<file path="config.mk">
export PLATFORM = sky130hd
export DESIGN_NAME = utx_top
export DESIGN_NICKNAME = d
export VERILOG_FILES = /design/src/rtl/utx_pkg.sv /design/src/rtl/utx_store.sv /design/src/rtl/utx_baud.sv /design/src/rtl/utx_shifter.sv /design/src/rtl/utx_top.sv
export SDC_FILE = /design/constraint.sdc
export NUM_CORES = 1
export LEC_CHECK = 0
export CAP_MARGIN = 40
export CORE_ASPECT_RATIO = 1.5
export CORE_UTILIZATION = 51
export CTS_BUF_LIST = sky130_fd_sc_hd__clkbuf_4 sky130_fd_sc_hd__clkbuf_8
export CTS_CLUSTER_DIAMETER = 30
export DETAILED_ROUTE_END_ITERATION = 10
export HOLD_SLACK_MARGIN = 0.08
export PLACE_DENSITY_LB_ADDON = 0.1
export SLEW_MARGIN = 20
export SYNTH_ARGS = -nofsm -noshare
export SYNTH_HDL_FRONTEND = slang
export SYNTH_SLANG_ARGS = --single-unit
</file>
<file path="constraint.sdc">
create_clock -name clk -period 9.7 [get_ports clk]
set_input_delay 2.91 -clock clk [delete_from_list [all_inputs] [get_ports clk]]
set_output_delay 2.91 -clock clk [all_outputs]
set_load 0.005 [all_outputs]
</file>
<file path="src/rtl/utx_pkg.sv">
package utx_pkg;
  localparam int OS_SLOW   = 16;
  localparam int OS_FAST   = 8;
  localparam int FRAME_MAX = 12;
  localparam int NB_W      = $clog2(FRAME_MAX + 1);

  typedef struct packed {
    logic [1:0] len;
    logic       par_en;
    logic       par_odd;
    logic       stop2;
  } frame_cfg_t;

  function automatic logic [NB_W-1:0] frame_bits(input frame_cfg_t c);
    logic [NB_W-1:0] n;
    n = NB_W'(7) + NB_W'(c.len) + NB_W'(c.par_en) + NB_W'(c.stop2);
    return n;
  endfunction

  function automatic logic [FRAME_MAX-1:0] frame_pack(input frame_cfg_t c,
                                                      input logic [7:0] d);
    logic [FRAME_MAX-1:0] f;
    logic [7:0]           m;
    int                   nd;
    nd = 5 + int'(c.len);
    f  = '1;
    f[0] = 1'b0;
    m  = 8'hFF >> (8 - nd);
    for (int i = 0; i < 8; i++) begin
      if (i < nd) f[1 + i] = d[i];
    end
    if (c.par_en) f[1 + nd] = (^(d & m)) ^ c.par_odd;
    return f;
  endfunction
endpackage

</file>
<file path="src/rtl/utx_store.sv">
module utx_store #(
  parameter int DEPTH = 64,
  parameter int DW    = 8
) (
  input  logic                       clk,
  input  logic                       rst_n,
  input  logic                       push,
  input  logic [DW-1:0]              din,
  input  logic                       pop,
  output logic [DW-1:0]              dout,
  output logic [$clog2(DEPTH+1)-1:0] fill
);
  localparam int AW = (DEPTH > 1) ? $clog2(DEPTH) : 1;
  localparam int CW = $clog2(DEPTH + 1);

  logic [DW-1:0] mem [DEPTH];
  logic [AW-1:0] wp, rp;

  function automatic logic [AW-1:0] nxt(input logic [AW-1:0] p);
    return (p == AW'(DEPTH - 1)) ? '0 : p + AW'(1);
  endfunction

  always_ff @(posedge clk) begin
    if (push) mem[wp] <= din;
  end

  always_ff @(posedge clk) begin
    if (!rst_n) begin
      wp   <= '0;
      rp   <= '0;
      fill <= '0;
    end else begin
      if (push) wp <= nxt(wp);
      if (pop)  rp <= nxt(rp);
      case ({push, pop})
        2'b10:   fill <= fill + CW'(1);
        2'b01:   fill <= fill - CW'(1);
        default: fill <= fill;
      endcase
    end
  end

  assign dout = mem[rp];
endmodule

</file>
<file path="src/rtl/utx_baud.sv">
module utx_baud (
  input  logic clk,
  input  logic rst_n,
  input  logic os_tick,
  input  logic os8,
  input  logic restart,
  input  logic run,
  output logic bit_end
);
  import utx_pkg::*;
  localparam int TW = $clog2(OS_SLOW);

  logic [TW-1:0] cnt;
  logic [TW-1:0] last;

  assign last    = os8 ? TW'(OS_FAST - 1) : TW'(OS_SLOW - 1);
  assign bit_end = run && os_tick && (cnt == last);

  always_ff @(posedge clk) begin
    if (!rst_n || restart) cnt <= '0;
    else if (run && os_tick) cnt <= (cnt == last) ? '0 : cnt + TW'(1);
  end
endmodule

</file>
<file path="src/rtl/utx_shifter.sv">
module utx_shifter (
  input  logic               clk,
  input  logic               rst_n,
  input  logic               load,
  input  logic [7:0]         data,
  input  utx_pkg::frame_cfg_t cfg,
  input  logic               bit_end,
  output logic               busy,
  output logic               frame_done,
  output logic               txd
);
  import utx_pkg::*;

  logic [FRAME_MAX-1:0] sh;
  logic [NB_W-1:0]      left;

  assign frame_done = busy && bit_end && (left == '0);
  assign txd        = sh[0];

  always_ff @(posedge clk) begin
    if (!rst_n) begin
      sh   <= '1;
      left <= '0;
      busy <= 1'b0;
    end else if (load) begin
      sh   <= frame_pack(cfg, data);
      left <= frame_bits(cfg) - NB_W'(1);
      busy <= 1'b1;
    end else if (busy && bit_end) begin
      if (left == '0) begin
        busy <= 1'b0;
        sh   <= '1;
      end else begin
        sh   <= {1'b1, sh[FRAME_MAX-1:1]};
        left <= left - NB_W'(1);
      end
    end
  end
endmodule

</file>
<file path="src/rtl/utx_top.sv">
module utx_top #(
  parameter int DEPTH = 64
) (
  input  logic       clk,
  input  logic       rst_n,
  input  logic       os_tick,
  input  logic       cfg_fifo_en,
  input  logic       cfg_os8,
  input  logic [1:0] cfg_len,
  input  logic       cfg_par_en,
  input  logic       cfg_par_odd,
  input  logic       cfg_stop2,
  input  logic       cfg_ie_thre,
  input  logic       wr_valid,
  output logic       wr_ready,
  input  logic [7:0] wr_data,
  output logic       txd,
  output logic       thr_empty,
  output logic       tsr_empty,
  output logic       irq
);
  import utx_pkg::*;
  localparam int CW = $clog2(DEPTH + 1);

  logic [CW-1:0] fill;
  logic [CW-1:0] cap;
  logic [7:0]    head;
  logic          push, load, busy, frame_done, bit_end;
  frame_cfg_t    fcfg;

  assign fcfg      = '{len: cfg_len, par_en: cfg_par_en, par_odd: cfg_par_odd, stop2: cfg_stop2};
  assign cap       = cfg_fifo_en ? CW'(DEPTH) : CW'(1);
  assign wr_ready  = fill < cap;
  assign push      = wr_valid && wr_ready;
  assign load      = (!busy || frame_done) && (fill != '0);
  assign thr_empty = (fill == '0);
  assign tsr_empty = !busy;
  assign irq       = cfg_ie_thre && thr_empty;

  utx_store #(.DEPTH(DEPTH), .DW(8)) u_store (
    .clk(clk), .rst_n(rst_n), .push(push), .din(wr_data),
    .pop(load), .dout(head), .fill(fill)
  );

  utx_baud u_baud (
    .clk(clk), .rst_n(rst_n), .os_tick(os_tick), .os8(cfg_os8),
    .restart(load), .run(busy), .bit_end(bit_end)
  );

  utx_shifter u_shift (
    .clk(clk), .rst_n(rst_n), .load(load), .data(head), .cfg(fcfg),
    .bit_end(bit_end), .busy(busy), .frame_done(frame_done), .txd(txd)
  );
endmodule

</file>
==> results of run 1 <==
==> how the worst max path moves through the flow <==
stage	startpoint	end	depth (start not counted)	slack (ns)
detailed placement	cfg_fifo_en	wr_ready	6	2.23
floorplan	cfg_fifo_en	wr_ready	4	3.35
global route	cfg_fifo_en	wr_ready	6	2.13
CTS	cfg_fifo_en	wr_ready	6	2.21
global placement	cfg_fifo_en	wr_ready	6	2.23
finish	cfg_fifo_en	wr_ready	6	2.23
==> cells in the mapped netlist, types with 6 or more instances <==
cell	count	area, um^2
dfxtp_1	46	920.9
mux2_2	10	112.6
mux4_2	118	2658
a31oi_1	7	43.79
nand2_1	47	176.4
and3_1	8	50.05
o21ai_0	23	115.1
nor2b_1	8	50.05
o211ai_1	9	67.56
clkbuf_1	27	101.4
buf_6	15	168.9
nand3_1	15	75.07
ha_1	22	275.3
nand3b_1	7	52.55
a21oi_1	32	160.2
a211oi_1	6	45.04
nand2b_1	6	37.54
buf_4	9	67.56
inv_1	19	71.32
nor3_1	13	65.06
mux2i_1	60	600.6
xor2_1	13	113.9
a22oi_1	16	120.1
buf_2	6	30.03
xnor2_1	8	70.07
edfxtp_1	512	15370
nor2_1	120	450.4
==> kinds of logic after synthesis <==
logic type / count (synthesis) / share of synthesized area [%]
muxes: 189 / 14.94
adders and majority gates: 24 / 1.392
AOI/OAI and AO/OA: 131 / 3.850
DFF: 558 / 71.94
xor gates and xnor gates: 23 / 0.9887
and+or+nand+nor: 243 / 4.872
buffers and inverters: 81 / 2.022
==> per-layer routing <==
| layer | up-vias | routed length (um) | GRT usage (%) |
|---|---|---|---|
| li1 | 5244 | - | - |
| met1 | 6150 | 21340 | 31.02 |
| met2 | 430 | 27760 | 41.84 |
| met3 | 110 | 2983 | 4.006 |
| met4 | 0 | 2302 | 11.96 |
| met5 | - | 0 | 0 |
==> worst max-delay path, cell delays in order <==
cell             delay, ns
clkdlybuf4s50_1       0.48
inv_1                 0.05
ha_1                  0.28
o21a_1                0.10
nor2_1                0.17
clkdlybuf4s50_1       0.56
==> sequential cells by signal, indices dropped and copies added (netlist names), named ones only <==
signal / count
u_store.rp: 6
u_shift.busy: 1
u_store.mem: 512
u_baud.cnt: 4
u_shift.sh: 12
u_store.fill: 7
u_store.wp: 6
u_shift.left: 4
==> area by class of cell <==
| cell class | instances | area (um^2) |
|---|---|---|
| diodes | 1 | 2.502 |
| clock buffers | 100 | 1339 |
| clock inverters | 67 | 690.7 |
| fillers | 3297 | 18150 |
| inverters | 20 | 75.07 |
| multi-input cells | 610 | 5899 |
| flip-flops and latches | 558 | 16300 |
| well taps | 576 | 720.7 |
| repair buffers | 86 | 685.7 |
==> power by group <==
group / internal (mW) / switching, mW
logic: 0.594 / 0.755
registers: 2.69 / 0.0753
clock network: 1.29 / 0.965
==> metrics, run 1 <==
clk slew on worst S/H paths 0.06 ns; initial antenna violation count 1; Rel. slew slack 42.56%; area of the core 43,870 um^2; cts bufs inserted just over 90; number of endpoints failing setup at the final stage 0; most frequent cells in the layout edfxtp_1, nor2_1, mux4_2, clkbuf_8; first-pass GRT wire length 80,010 um; number of enable flip-flop cells after synthesis slightly above 500; number of global-route vias before repair 12,360; Max-cap violations 0; final core utilization 58.62%; Hold Path Sink u_baud.cnt[1]; GRT Util Overall 24.67%; FF-to-FF path depth 11; syn_area_per_cell roughly 18 um^2; CTS tree built; Die Wd 174.1 um; Starting Density roughly half; Cell Area, Placed 23,530 um^2; kind of end point of the critical path output pin; largest net degree at the start of global routing 84; Most used DFF post-synth edfxtp_1; total chip power 6.366 mW; Mapped Area 22,650 um^2; total gr overflow 0; RSZ-0062 raised after global routing false; share of layout cells above drive strength 1 between 20% and 30%; crit start category input pin; Final Non-Filler Cells 2,018; DR DRC count 0; HP Class flop to flop; final worst slack 2.229 ns; Final Cycle Share 77.02%; synth unique cells 66; flop2flop setup slack between 5 and 6 ns; Place WS between 2 and 2.5 ns; P_leak 8.212 nW; commonest non-fill, non-tap cell in the layout edfxtp_1; ANT nets after route 0; Seq/Total Area, Yosys 71.94%; Setup CP Type input pin to output pin; Crit path required time 6.79 ns; # clock sinks between 500 and 600; worst r2r dst u_shift.sh[10]; status finished clean; Hold-fix buffers, CTS 0; Worst Skew about 0.021 ns; root buf cell clkbuf_8; die height 260.1 um; hold depth 2; design area between 20,000 and 30,000 um^2; Synth Register Bits between 500 and 600; # rows 94; vias per inst 5.914; HPWL after detailed placement between 30,000 and 40,000 um; Initial DRT Pass Iterations 6; total wire length 54,380 um; DRT iter0 DRCs 982; Post-Route Setup TNS 0 ns; I/O pins 25; routability cong. approximately 0.84; HP Start u_baud.cnt[1]; number of setup buffers added after CTS 0; Nets 1,412; async set-reset flop share out of synthesis 0%; CTS resizes 0; clk_lat worst skew about 0.65 ns; # port buffers 24; Synth Net Count 1,293; DR WL/cell approximately 27 um; die footprint between 40,000 and 50,000 um^2; Bufs on Longest Clock Path 3; Crit path arrival time approximately 4.6 ns; Crit Path Max Fanout 3; Final Hold Fails 0; DR vias 11,930; Hold Slack around 0.50 ns; post-layout minimum cycle time 7.471 ns; peak supply drop 0.0001894 V; Ys Warns 0; fmax 0.1339 GHz; power per cell area 247.5 nW/um^2; Slew Viols, Final 0; dpl cells around 1,800; H-tree Lvls 3; Cells after Synth 1,249; Slew @ Worst Pin 0.8592 ns; P&R area growth vs syn 13.53%
Note: power is estimated with default switching activity, not from simulation.
==> run 2, diff against run 1 <==
==> constraint.sdc (replaced) <==
create_clock -name clk -period 6.38 [get_ports clk]
set_input_delay 1.914 -clock clk [delete_from_list [all_inputs] [get_ports clk]]
set_output_delay 1.914 -clock clk [all_outputs]
set_load 0.005 [all_outputs]
==> run 2 against run 1 <==
Critical path depth did not move. Power rose by 50%. Worst hold slack worse by 0.013 ns. Flip-flop and latch count stayed put. Routed wire length is 1.4% higher. Clock power is 43% higher. Clock skew is 0.0053 ns lower. Via count rose by 1.2%.
==> metrics, run 2 (synthesis results as in run 1) <==
status finished clean; Final Non-Filler Cells just over 2,000; Die Wd 174.1 um; cts bufs inserted 91; Slew Viols, Final 0; RSZ-0062 raised after global routing false; Starting Density 51.64%; I/O pins 25; Setup CP Type input pin to output pin; area of the core between 40,000 and 50,000 um^2; combinational power share 21.7%; number of global-route vias before repair between 10,000 and 15,000; Worst Skew 0.01536 ns; total wire length ~55,000 um; sequential share of power between 40 and 50%; first-pass GRT wire length 81,770 um; # clock sinks 558; Crit path arrival time 3.52 ns; most frequent cells in the layout edfxtp_1, nor2_1, mux4_2, clkbuf_8, buf_4; DR vias 12,070; GRT Util Overall between 20 and 30%; total chip power 9.568 mW; Bufs on Longest Clock Path 3; fillers 3,376; Slew @ Worst Pin between 0.9 and 1 ns; power per cell area around 370 nW/um^2; Nets approximately 1,400; ANT nets after route 0; design area ~26,000 um^2; DRT iter0 DRCs 1,141; kind of end point of the critical path output pin; Crit Path Max Fanout 3; commonest non-fill, non-tap cell in the layout edfxtp_1; crit start category input pin; peak supply drop 0.0002414 V; P_leak about 8.3 nW; DR WL/cell around 27 um; largest net degree at the start of global routing 65; P&R area growth vs syn 13.60%; Largest regs u_store.mem: 512 flops, u_shift.sh: 12 flops, u_store.fill: 7 flops; clk slew on worst S/H paths 0.06 ns; Hold Slack ~0.48 ns; CTS resizes 0; H-tree Lvls 3; Final Hold Fails 0; share of layout cells above drive strength 1 25.72%; root buf cell clkbuf_8; Post-Route Setup TNS 0 ns; post-layout minimum cycle time 5.437 ns; die height 260.1 um; Final Cycle Share 85.22%; max reg flops 512; Biggest register u_store.mem; HP Class flop to flop; Initial DRT Pass Iterations 5; Net Sw Frac 28.59%; routability cong. 0.8886; vias per inst 5.957; fmax 0.1839 GHz; P_sw 2.736 mW; number of setup buffers added after CTS 0; total gr overflow 0; Rel. slew slack 39.80%; dpl cells 1,861; clk_lat worst skew 0.65 ns; DR DRC count 0; Clock power frac 33.9%; initial antenna violation count 1; HPWL after detailed placement 34,710 um; internal power 6.833 mW; Cell Area, Placed 23,790 um^2; # rows 94; CTS tree built; # port buffers 24; Max-cap violations 0; number of endpoints failing setup at the final stage 0; die footprint 45,280 um^2; Crit path required time 4.47 ns; Hold-fix buffers, CTS 0
-- run 2: final cells by class --
cell class                 instances  area, um^2  share of cell area [%]
antenna                            1       2.502                0.009724
clock buffer                     112        1423                   5.528
clock inverter                    47       470.5                   1.828
inverter                          20       75.07                  0.2917
multi-input combinational        610        5899                   22.93
sequential                       558       16300                   63.36
tap                              576       720.7                   2.801
timing repair buffer             103       838.3                   3.258
-- run 2: critical path: stages --
cell,delay [ns]
clkdlybuf4s50_1,0.47
inv_1,0.05
ha_1,0.28
o21a_1,0.10
nor2_1,0.15
clkdlybuf4s50_1,0.55
-- run 2: power by group through the flow --
stage / clock [mW] / sequential (mW) / combinational [mW]
after global placement: 0 / 4.33 / 2.08
after floorplan: 0 / 4.19 / 1.56
after detailed placement: 0 / 4.33 / 2.09
after global routing: 3.45 / 4.27 / 2.23
after CTS: 3.30 / 4.26 / 2.10
final: 3.24 / 4.26 / 2.07
-- run 2: final timing paths --
path	start	endpoint	slack (ns)	cells after the start
min	u_baud.cnt[1]	u_baud.cnt[1]	0.48	2
max	cfg_fifo_en	wr_ready	0.94	6
max reg2reg	flop	u_shift.sh[7]	2.00	11
min reg2reg	u_baud.cnt[1]	u_baud.cnt[1]	0.48	2
-- run 2: per-stage QoR --
step                      setup slack [ns]  utilization (%)
after floorplan                      1.236                -
after global placement              0.8207            54.18
after detailed placement            0.7597            54.24
after CTS                           0.9112            58.55
after global routing                0.8619            58.66
final                               0.9430            58.66
-- run 2: metal layers --
layer / share of wire, % / global-route usage (%) / vias to the layer above
li1: - / - / 5266
met1: 40 / 31.44 / 6301
met2: 52 / 43.99 / 405
met3: 4.8 / 3.874 / 102
met4: 3.5 / 10.45 / 0
met5: 0 / 0 / -
==> run 3, diff against run 2 <==
--- a/config.mk
+++ b/config.mk
@@ -5,14 +5,14 @@
 export SDC_FILE = /design/constraint.sdc
 export NUM_CORES = 1
 export LEC_CHECK = 0
-export CAP_MARGIN = 40
+export CAP_MARGIN = 25
 export CORE_ASPECT_RATIO = 1.5
 export CORE_UTILIZATION = 51
 export CTS_BUF_LIST = sky130_fd_sc_hd__clkbuf_4 sky130_fd_sc_hd__clkbuf_8
 export CTS_CLUSTER_DIAMETER = 30
 export DETAILED_ROUTE_END_ITERATION = 10
 export HOLD_SLACK_MARGIN = 0.08
-export PLACE_DENSITY_LB_ADDON = 0.1
+export PLACE_DENSITY = 0.67
 export SLEW_MARGIN = 20
 export SYNTH_ARGS = -nofsm -noshare
 export SYNTH_HDL_FRONTEND = slang
==> run 3 against run 2 <==
Routed wire length down 1.0%. Global-route usage down 0.45 points. Die area stayed put. Flip-flop and latch count stayed put. Worst hold slack better by 0.0033 ns. Setup slack got worse by 0.0049 ns. Sequential share of layout area rose by 0.90 points. Largest cell class unchanged.
==> metrics, run 3 (synthesis results as in run 1) <==
status finished clean; Max-cap violations 0; Critical Path, Cell by Cell clkdlybuf4s50_1, inv_1, ha_1, o21a_1, nor2_1, clkdlybuf4s50_1; crit start category input pin; number of setup buffers added after CTS 0; vias per inst 6.030; HP Class flop to flop; Top Family by Delay on Critical Path buffers and inverters; ANT nets after route 0; Starting Density 51.64%; HPWL after detailed placement 34,810 um; Final Cycle Share 85.30%; clk_lat worst skew 0.66 ns; Initial DRT Pass Iterations 5; die height 260.1 um; RSZ-0062 raised after global routing false; DR vias 11,990; Hold-fix buffers, CTS 0; CTS resizes 0; DRT iter0 DRCs 1,036; Crit path arrival time 3.53 ns; Final Non-Filler Cells 1,988; Crit path required time 4.47 ns; share of layout cells above drive strength 1 around 24%; post-layout minimum cycle time 5.442 ns; most frequent cells in the layout edfxtp_1, nor2_1, mux4_2, clkbuf_8, mux2i_1; peak supply drop about 0.00018 V; Rel. slew slack 28.11%; Largest regs u_store.mem: 512 flops, u_shift.sh: 12 flops, u_store.fill: 7 flops; P&R area growth vs syn 12.02%; number of endpoints failing setup at the final stage 0; Worst Skew 0.02856 ns; I/O pins 25; DR DRC count 0; die footprint ~45,000 um^2; # clock sinks 558; Slew @ Worst Pin approximately 1.1 ns; dpl cells ~1,800; number of global-route vias before repair 12,340; P_leak 8.039 nW; fmax 0.1838 GHz; Die Wd 174.1 um; Bufs on Longest Clock Path 3; Biggest register u_store.mem; total chip power 9.463 mW; number of buffers and inverters on the critical path 3; max incr delay on CP 0.54 ns; Hold Slack 0.4861 ns; CP max-delay cell clkdlybuf4s50_1; Final Hold Fails 0; # port buffers 24; max reg flops roughly 510; GRT Util Overall 24.76%; routability cong. 0.8696; clk slew on worst S/H paths 0.06 ns; commonest non-fill, non-tap cell in the layout edfxtp_1; total gr overflow 0; # rows 94; Worst Setup SP cfg_fifo_en; Crit Path Max Fanout 3; largest net degree at the start of global routing 65; cts bufs inserted 86; Post-Route Setup TNS 0 ns; CTS tree built; kind of end point of the critical path output pin; Slew Viols, Final 0; most frequent CP cell clkdlybuf4s50_1; root buf cell clkbuf_8; Nets ~1,400; power per cell area 372.9 nW/um^2; Setup CP Type input pin to output pin; initial antenna violation count 1; total wire length 54,580 um; DR WL/cell 27.45 um; first-pass GRT wire length 80,120 um; H-tree Lvls 3; area of the core 43,870 um^2; HP Start u_baud.cnt[1]
==> run 3: changes by cell type in the layout (fill, tap and decap cells not counted), moves of 2 or more <==
cell,before,now
buf_4,75,43
clkinv_2,12,17
clkinv_1,14,10
clkinvlp_4,3,7
inv_6,5,2
buf_12,3,1
clkbuf_4,19,17
clkinv_4,5,3
==> run 3: final timing paths <==
check | end | slack, ns | cells after the start
worst max-delay path | wr_ready | 0.94 | 6
worst min-delay path | u_baud.cnt[1] | 0.49 | 2
worst max register to register | u_shift.sh[11] | 2.02 | 11
worst min register to register | u_baud.cnt[1] | 0.49 | 2
==> run 3: stage by stage <==
stage	setup WS (ns)	area (um^2)	util (%)
final	0.9381	25380	57.85
after global routing	0.8078	25380	57.85
after detailed placement	0.7358	23540	53.67
after CTS	0.9138	25370	57.84
after global placement	0.7794	23540	53.67
after floorplan	1.236	22650	-
==> run 3: final cells by class <==
type,instances,area (um^2)
tap,576,720.7
multi-input combinational,610,5899
sequential,558,16310
clock inverter,46,436.7
timing repair buffer,68,543.0
fill,3252,18490
antenna,1,2.502
clock buffer,109,1394
inverter,20,75.07
==> run 3: routing by layer <==
| layer | part of all wire (%) | GRT usage [%] |
|---|---|---|
| met1 | 37 | 29.45 |
| met2 | 52 | 43.23 |
| met3 | 5.7 | 3.596 |
| met4 | 4.8 | 13.99 |
| met5 | 0 | 0 |
==> run 3: worst min-delay path, cell delays in order (launching register included) <==
cell and delay [ns]:
dfxtp_1 0.32, nand2_1 0.06, a21oi_1 0.05
==> run 3: report_power, final <==
group          internal [mW]  switching [mW]  total (mW)
combinational          0.927            1.13        2.06
clock                   1.74            1.42        3.15
sequential              4.08           0.166        4.25
total                   6.75            2.71        9.46
